$ cat config.mk
export PLATFORM = sky130hd
export DESIGN_NAME = pulse_avg_top
export DESIGN_NICKNAME = d
export VERILOG_FILES = /design/src/rtl/pulse_avg_pkg.sv /design/src/rtl/pa_sample_divider.sv /design/src/rtl/pa_edge_align.sv /design/src/rtl/pa_width_counter.sv /design/src/rtl/pa_averager.sv /design/src/rtl/pulse_avg_top.sv
export SDC_FILE = /design/constraint.sdc
export NUM_CORES = 1
export LEC_CHECK = 0
export CORE_AREA = 5 5 184 97
export CTS_BUF_LIST = sky130_fd_sc_hd__clkbuf_8
export CTS_CLUSTER_DIAMETER = 200
export DETAILED_ROUTE_END_ITERATION = 8
export DIE_AREA = 0 0 189 102
export DONT_BUFFER_PORTS = 1
export GPL_ROUTABILITY_DRIVEN = 0
export HOLD_SLACK_MARGIN = 0.02
export PLACE_DENSITY_LB_ADDON = 0.25
export SYNTH_ARGS = -nofsm -noshare
export SYNTH_HDL_FRONTEND = slang
export SYNTH_HIERARCHICAL = 1
export SYNTH_SLANG_ARGS = --single-unit
$ cat constraint.sdc
create_clock -name clk -period 5.6 [get_ports clk]
set_input_delay 1.12 -clock clk [delete_from_list [all_inputs] [get_ports clk]]
set_output_delay 1.12 -clock clk [all_outputs]
set_load 0.05 [all_outputs]
$ cat src/rtl/pulse_avg_pkg.sv
package pulse_avg_pkg;
  typedef enum logic {CNT_IDLE, CNT_RUN} cnt_state_e;
  parameter int unsigned SYNC_STAGES_DEF = 2;
endpackage

$ cat src/rtl/pa_sample_divider.sv
module pa_sample_divider #(
  parameter int DIV_W = 16
) (
  input  logic             clk,
  input  logic             rst_n,
  input  logic [DIV_W-1:0] div_period,
  output logic             samp_out,
  output logic             samp_start
);
  logic [DIV_W-1:0] per;
  logic [DIV_W-1:0] cnt_q, cnt_d;
  logic             samp_d, start_d;

  always_comb begin
    per     = (div_period == '0) ? DIV_W'(1) : div_period;
    cnt_d   = (cnt_q >= per) ? '0 : cnt_q + 1'b1;
    samp_d  = (cnt_d <= (per >> 1));
    start_d = (cnt_d == '0);
  end

  always_ff @(posedge clk or negedge rst_n) begin
    if (!rst_n) begin
      cnt_q      <= '1;
      samp_out   <= 1'b0;
      samp_start <= 1'b0;
    end else begin
      cnt_q      <= cnt_d;
      samp_out   <= samp_d;
      samp_start <= start_d;
    end
  end
endmodule

$ cat src/rtl/pa_edge_align.sv
module pa_edge_align #(
  parameter int STAGES = 2
) (
  input  logic clk,
  input  logic rst_n,
  input  logic start_in,
  input  logic comp_async,
  output logic start_out,
  output logic comp_fall
);
  logic [STAGES-1:0] comp_sh;
  logic [STAGES-1:0] start_sh;
  logic              comp_prev;

  always_ff @(posedge clk or negedge rst_n) begin
    if (!rst_n) begin
      comp_sh   <= '0;
      start_sh  <= '0;
      comp_prev <= 1'b0;
    end else begin
      comp_sh[0]  <= comp_async;
      start_sh[0] <= start_in;
      for (int i = 1; i < STAGES; i++) begin
        comp_sh[i]  <= comp_sh[i-1];
        start_sh[i] <= start_sh[i-1];
      end
      comp_prev <= comp_sh[STAGES-1];
    end
  end

  assign start_out = start_sh[STAGES-1];
  assign comp_fall = comp_prev & ~comp_sh[STAGES-1];
endmodule

$ cat src/rtl/pa_width_counter.sv
module pa_width_counter
  import pulse_avg_pkg::*;
#(
  parameter int CNT_W = 12
) (
  input  logic             clk,
  input  logic             rst_n,
  input  logic             start,
  input  logic             fall,
  output logic [CNT_W-1:0] raw_data,
  output logic             raw_ovf,
  output logic             raw_valid
);
  localparam logic [CNT_W-1:0] CNT_MAX = '1;

  cnt_state_e       st_q, st_d;
  logic [CNT_W-1:0] cnt_q, cnt_d, cnt_inc, data_d;
  logic             ovf_d, vld_d;

  always_comb begin
    cnt_inc = (cnt_q == CNT_MAX) ? CNT_MAX : cnt_q + 1'b1;
    st_d    = st_q;
    cnt_d   = cnt_q;
    data_d  = raw_data;
    ovf_d   = raw_ovf;
    vld_d   = 1'b0;
    if (st_q == CNT_RUN) begin
      if (fall) begin
        data_d = cnt_inc;
        ovf_d  = 1'b0;
        vld_d  = 1'b1;
        st_d   = CNT_IDLE;
      end else if (start) begin
        data_d = CNT_MAX;
        ovf_d  = 1'b1;
        vld_d  = 1'b1;
      end else begin
        cnt_d = cnt_inc;
      end
    end
    if (start) begin
      st_d  = CNT_RUN;
      cnt_d = '0;
    end
  end

  always_ff @(posedge clk or negedge rst_n) begin
    if (!rst_n) begin
      st_q      <= CNT_IDLE;
      cnt_q     <= '0;
      raw_data  <= '0;
      raw_ovf   <= 1'b0;
      raw_valid <= 1'b0;
    end else begin
      st_q      <= st_d;
      cnt_q     <= cnt_d;
      raw_data  <= data_d;
      raw_ovf   <= ovf_d;
      raw_valid <= vld_d;
    end
  end
endmodule

$ cat src/rtl/pa_averager.sv
module pa_averager #(
  parameter int CNT_W   = 12,
  parameter int EXP_MAX = 8,
  parameter int EXP_W   = 4
) (
  input  logic             clk,
  input  logic             rst_n,
  input  logic             in_valid,
  input  logic [CNT_W-1:0] in_data,
  input  logic [EXP_W-1:0] avg_exp,
  output logic [CNT_W-1:0] avg_data,
  output logic             avg_valid
);
  localparam int ACC_W = CNT_W + EXP_MAX;
  localparam int SC_W  = EXP_MAX + 1;

  logic [ACC_W-1:0] acc_q, acc_d, sum;
  logic [SC_W-1:0]  n_q, n_d, n_inc, n_target;
  logic [EXP_W-1:0] win_exp_q, win_exp_d, exp_in, exp_use;
  logic [CNT_W-1:0] avg_d;
  logic             vld_d, done;

  always_comb begin
    exp_in    = (avg_exp > EXP_W'(EXP_MAX)) ? EXP_W'(EXP_MAX) : avg_exp;
    exp_use   = (n_q == '0) ? exp_in : win_exp_q;
    sum       = acc_q + ACC_W'(in_data);
    n_inc     = n_q + 1'b1;
    n_target  = SC_W'(1) << exp_use;
    done      = (n_inc == n_target);
    acc_d     = acc_q;
    n_d       = n_q;
    win_exp_d = win_exp_q;
    avg_d     = avg_data;
    vld_d     = 1'b0;
    if (in_valid) begin
      if (n_q == '0) win_exp_d = exp_in;
      if (done) begin
        avg_d = CNT_W'(sum >> exp_use);
        vld_d = 1'b1;
        acc_d = '0;
        n_d   = '0;
      end else begin
        acc_d = sum;
        n_d   = n_inc;
      end
    end
  end

  always_ff @(posedge clk or negedge rst_n) begin
    if (!rst_n) begin
      acc_q     <= '0;
      n_q       <= '0;
      win_exp_q <= '0;
      avg_data  <= '0;
      avg_valid <= 1'b0;
    end else begin
      avg_valid <= vld_d;
      if (in_valid) begin
        acc_q     <= acc_d;
        n_q       <= n_d;
        win_exp_q <= win_exp_d;
        avg_data  <= avg_d;
      end
    end
  end
endmodule

$ cat src/rtl/pulse_avg_top.sv
module pulse_avg_top
  import pulse_avg_pkg::*;
#(
  parameter int CNT_W       = 12,
  parameter int DIV_W       = 16,
  parameter int EXP_MAX     = 8,
  parameter int EXP_W       = $clog2(EXP_MAX + 1),
  parameter int SYNC_STAGES = SYNC_STAGES_DEF
) (
  input  logic             clk,
  input  logic             rst_n,
  input  logic             comp_async,
  input  logic [DIV_W-1:0] div_period,
  input  logic [EXP_W-1:0] avg_exp,
  output logic             samp_out,
  output logic [CNT_W-1:0] raw_data,
  output logic             raw_valid,
  output logic             raw_ovf,
  output logic [CNT_W-1:0] avg_data,
  output logic             avg_valid
);
  logic [1:0] rst_sync;
  logic       rst_int_n;
  logic       samp_start, start_aligned, comp_fall;

  always_ff @(posedge clk or negedge rst_n) begin
    if (!rst_n) rst_sync <= 2'b00;
    else        rst_sync <= {rst_sync[0], 1'b1};
  end
  assign rst_int_n = rst_sync[1];

  pa_sample_divider #(.DIV_W(DIV_W)) u_div (
    .clk(clk), .rst_n(rst_int_n), .div_period(div_period),
    .samp_out(samp_out), .samp_start(samp_start)
  );

  pa_edge_align #(.STAGES(SYNC_STAGES)) u_align (
    .clk(clk), .rst_n(rst_int_n), .start_in(samp_start), .comp_async(comp_async),
    .start_out(start_aligned), .comp_fall(comp_fall)
  );

  pa_width_counter #(.CNT_W(CNT_W)) u_cnt (
    .clk(clk), .rst_n(rst_int_n), .start(start_aligned), .fall(comp_fall),
    .raw_data(raw_data), .raw_ovf(raw_ovf), .raw_valid(raw_valid)
  );

  pa_averager #(.CNT_W(CNT_W), .EXP_MAX(EXP_MAX), .EXP_W(EXP_W)) u_avg (
    .clk(clk), .rst_n(rst_int_n), .in_valid(raw_valid), .in_data(raw_data),
    .avg_exp(avg_exp), .avg_data(avg_data), .avg_valid(avg_valid)
  );
endmodule

==> results.toml <==
[clock_tree]
clk_latency_ps = 390
root_buffer = "clkbuf_8"
post_cts_buffers = 0
cts_buffers = 9
cts_hold_buf = 0
cts_sinks = 98
tritoncts = "yes"
clk_pin_slew_ps = 100
h-tree-depth = 3
cts.repair.resized = 0
clock_path_buffers = 2

[pwr]
powerDensity_nw_per_um2 = 648
p_leak_nw = 3.43
peakVddDrop_uv = 309
finalPower_w = 0.00527

[global_routing]
grt_max_degree = 54
gr-usage-all-layers_pct = 22.8
grt_pass1_vias = 6051
grt_pass1_wl_um = 34900
antenna_found_initial = 0
grt_overflow = 0

[placed_design]
dp.final_hpwl_um = 16800
place_inst = 1063
place_area_um2 = 7910
io_buffers = 0

[synthesis]
synth_edf_count = 0
synthCells = 900
avgSynthCellArea_um2 = 8.72
synthTopCellsByCount = "82 x dfrtp_1, 81 x nand2_1, 73 x nor2_1, 47 x ha_1, 47 x inv_1"
synth_area_um2 = 7850
synth_ff_type = "dfrtp_1"
yosysSeqAreaShare_pct = 31.5
synth_nets = 971
yosysTopAreaCell = "dfrtp_1"
ys_async_sr_fraction_pct = 100
synth.most_common_cell = "dfrtp_1"
yosys-top-cells-area = "dfrtp_1 26%, ha_1 7.5%, dfstp_2 5.4%, nand2_1 3.9%, nor2_1 3.5%"
yosysUniqueCellTypes = 96
yosysTopAreaCellShare_pct = 26.1
yosys_warnings = 6
ys_ff_latch = 98

[setup_path]
required_ps = 5880
critPathKind = "reg -> reg"
worst-path-buf-inv = 1
startpoint_type = "register"
cp_slowest_cell = "dfrtp_1"
path_cells = "ha_1, inv_1, fa_1, nand2b_1, a21o_1, a211oi_2, o21ai_0, xor2_1, o22ai_1, a221oi_1, o221ai_1, a31o_2"
cp_slowest_stage_delay_ps = 710
path_delay_family = "compound AO/OA/AOI/OAI gates"
crit_arrival_ps = 4380
crit_fanout = 7
critPathCaptureType = "register"

[final_layout]
area_growth_pct = 3.70
n_antenna_cell = 0
nets = 935
fin_area_um2 = 8140
instances_no_fill = 1079
drive_gt1_share_pct = 10.7

[sta]
fin_setup_tns_ps = 0
setup_viol = 0
grt_setup_unrepaired = "no"
final_hold_viol_count = 0
tightest_slew_ps = 970
fmax_mhz = 244
drv_slew = 0
finalCritPeriodShare_pct = 73.1
relSlewSlack_pct = 35.0
min_period_ps = 4090
clock_skew_ps = 15.2

[die]
die_y_um = 102
die_w_um = 189
start_util_pct = 48.9
die-area_um2 = 19300
ioPinCount = 51
core_um2 = 16100
fp-row-count = 33

[routing]
dr.pass1.iters = 5
wl_per_cell_um = 20.2
routed_wl_um = 21800
ant_nets = 0
via_count = 6835
drt-initial-drc-count = 818
drc = 0
avgViaCountPerCell = 6.33

[job]
maxCapViolCount = 0

[worst_hold_path]
worstHoldPathType = "reg -> async"

[run_status]
status = "completed"
cell usage in the layout (no fill, tap or decap), types with 7 or more instances in the layout:
cell type	netlist	layout
mux2i_1	21	20
clkbuf_8	0	9
and3_1	14	14
buf_4	5	7
a31oi_1	9	9
o21ai_0	38	38
o22ai_1	25	25
xnor2_1	28	28
o31ai_1	7	7
inv_1	47	47
o211ai_1	11	11
nor2_1	73	73
nand3_1	29	29
nor2b_1	7	7
nand2_1	81	81
nor3_1	26	26
nand4_1	17	17
a221oi_1	7	7
a21o_1	20	20
nor2_4	9	9
and2_1	12	12
a21oi_1	39	39
ha_1	47	47
mux2_2	8	8
dfrtp_1	82	80
nand2b_1	12	12
dfstp_2	16	16
a211oi_1	13	13
o21ai_1	7	7
xor2_1	13	13
power by group:
| part | leakage, nW | total [W] | internal (W) | switching [W] |
|---|---|---|---|---|
| Clock | 0.114 | 0.000539 | 0.000260 | 0.000279 |
| Combinational | 2.12 | 0.00313 | 0.00116 | 0.00197 |
| Sequential | 1.20 | 0.00160 | 0.000955 | 0.000646 |
sequential cells by signal, summed over array words and instances (netlist names):
name,count
u_avg/avg_valid,1
u_div/cnt_q,16
u_avg/acc_q,20
u_cnt/cnt_q,12
u_align/comp_sh,2
rst_sync,2
u_cnt/raw_ovf,1
u_cnt/st_q,1
u_cnt/raw_data,12
u_avg/n_q,9
u_avg/avg_data,12
u_align/comp_prev,1
u_div/samp_out,1
u_avg/win_exp_q,4
u_cnt/raw_valid,1
u_div/samp_start,1
u_align/start_sh,2
cells by family (layout without fill, tap and decap cells):
logic type / Yosys count / after routing / share of synthesized area [%]
AO/OA/AOI/OAI: 247 / 247 / 22.3
XOR/XNOR: 41 / 41 / 4.57
adder cells (fa/ha/maj): 48 / 48 / 7.74
buffers and inverters: 102 / 71 / 5.74
flip-flops: 98 / 98 / 31.5
multiplexers: 30 / 30 / 4.11
other: 1 / 1 / 0.0478
AND/OR/NAND/NOR: 333 / 333 / 24.0
stage by stage:
stage / hold WS, ps / util (%) / setup slack, ps
after floorplan: 331 / - / 1780
after global routing: 377 / 50.7 / 1300
after detailed placement: 336 / 49.2 / 1210
after global placement: 333 / 49.2 / 1390
final: 348 / 50.7 / 1510
after CTS: 361 / 50.7 / 1610
worst reg2reg max path: cells and delay by family (launching register included):
kind / cells / cell delay (ps)
adders and majority gates: 2 / 660
xor gates and xnor gates: 1 / 360
and+or+nand+nor: 1 / 190
DFF: 1 / 710
AOI/OAI and AO/OA: 7 / 2020
buffers and inverters: 1 / 50
worst paths after layout:
kind                                         from                  to  slack, ps  depth (start not counted)
worst max-delay path            u_cnt/raw_data[0]   u_avg/avg_data[3]       1510                         12
worst min-delay path                  rst_sync[1]  u_avg/avg_data[11]        350                          0
worst max register to register  u_cnt/raw_data[0]   u_avg/avg_data[3]       1510                         12
worst min register to register        rst_sync[1]  u_avg/avg_data[11]        350                          0
max in group asynchronous             rst_sync[1]     u_cnt/raw_valid       4170                          1
min in group clk                      rst_sync[0]         rst_sync[1]        360                          0
routing by layer:
layer / track usage, % / vias up / wire [µm]
met5: 0 / - / 0
met4: 3.25 / 0 / 168
met3: 8.05 / 15 / 2550
met2: 24.9 / 318 / 7240
met1: 40.0 / 3229 / 11900
li1: - / 3273 / -
layout make-up:
| type | count | area [µm²] |
|---|---|---|
| tap | 210 | 263 |
| multi-input combinational | 700 | 4930 |
| clock buffer | 9 | 124 |
| inverter | 48 | 185 |
| sequential | 98 | 2480 |
| timing repair buffer | 7 | 52.6 |
| clock inverter | 7 | 108 |
| fill | 1504 | 7920 |
No activity file was read; power rests on OpenSTA's default activity.
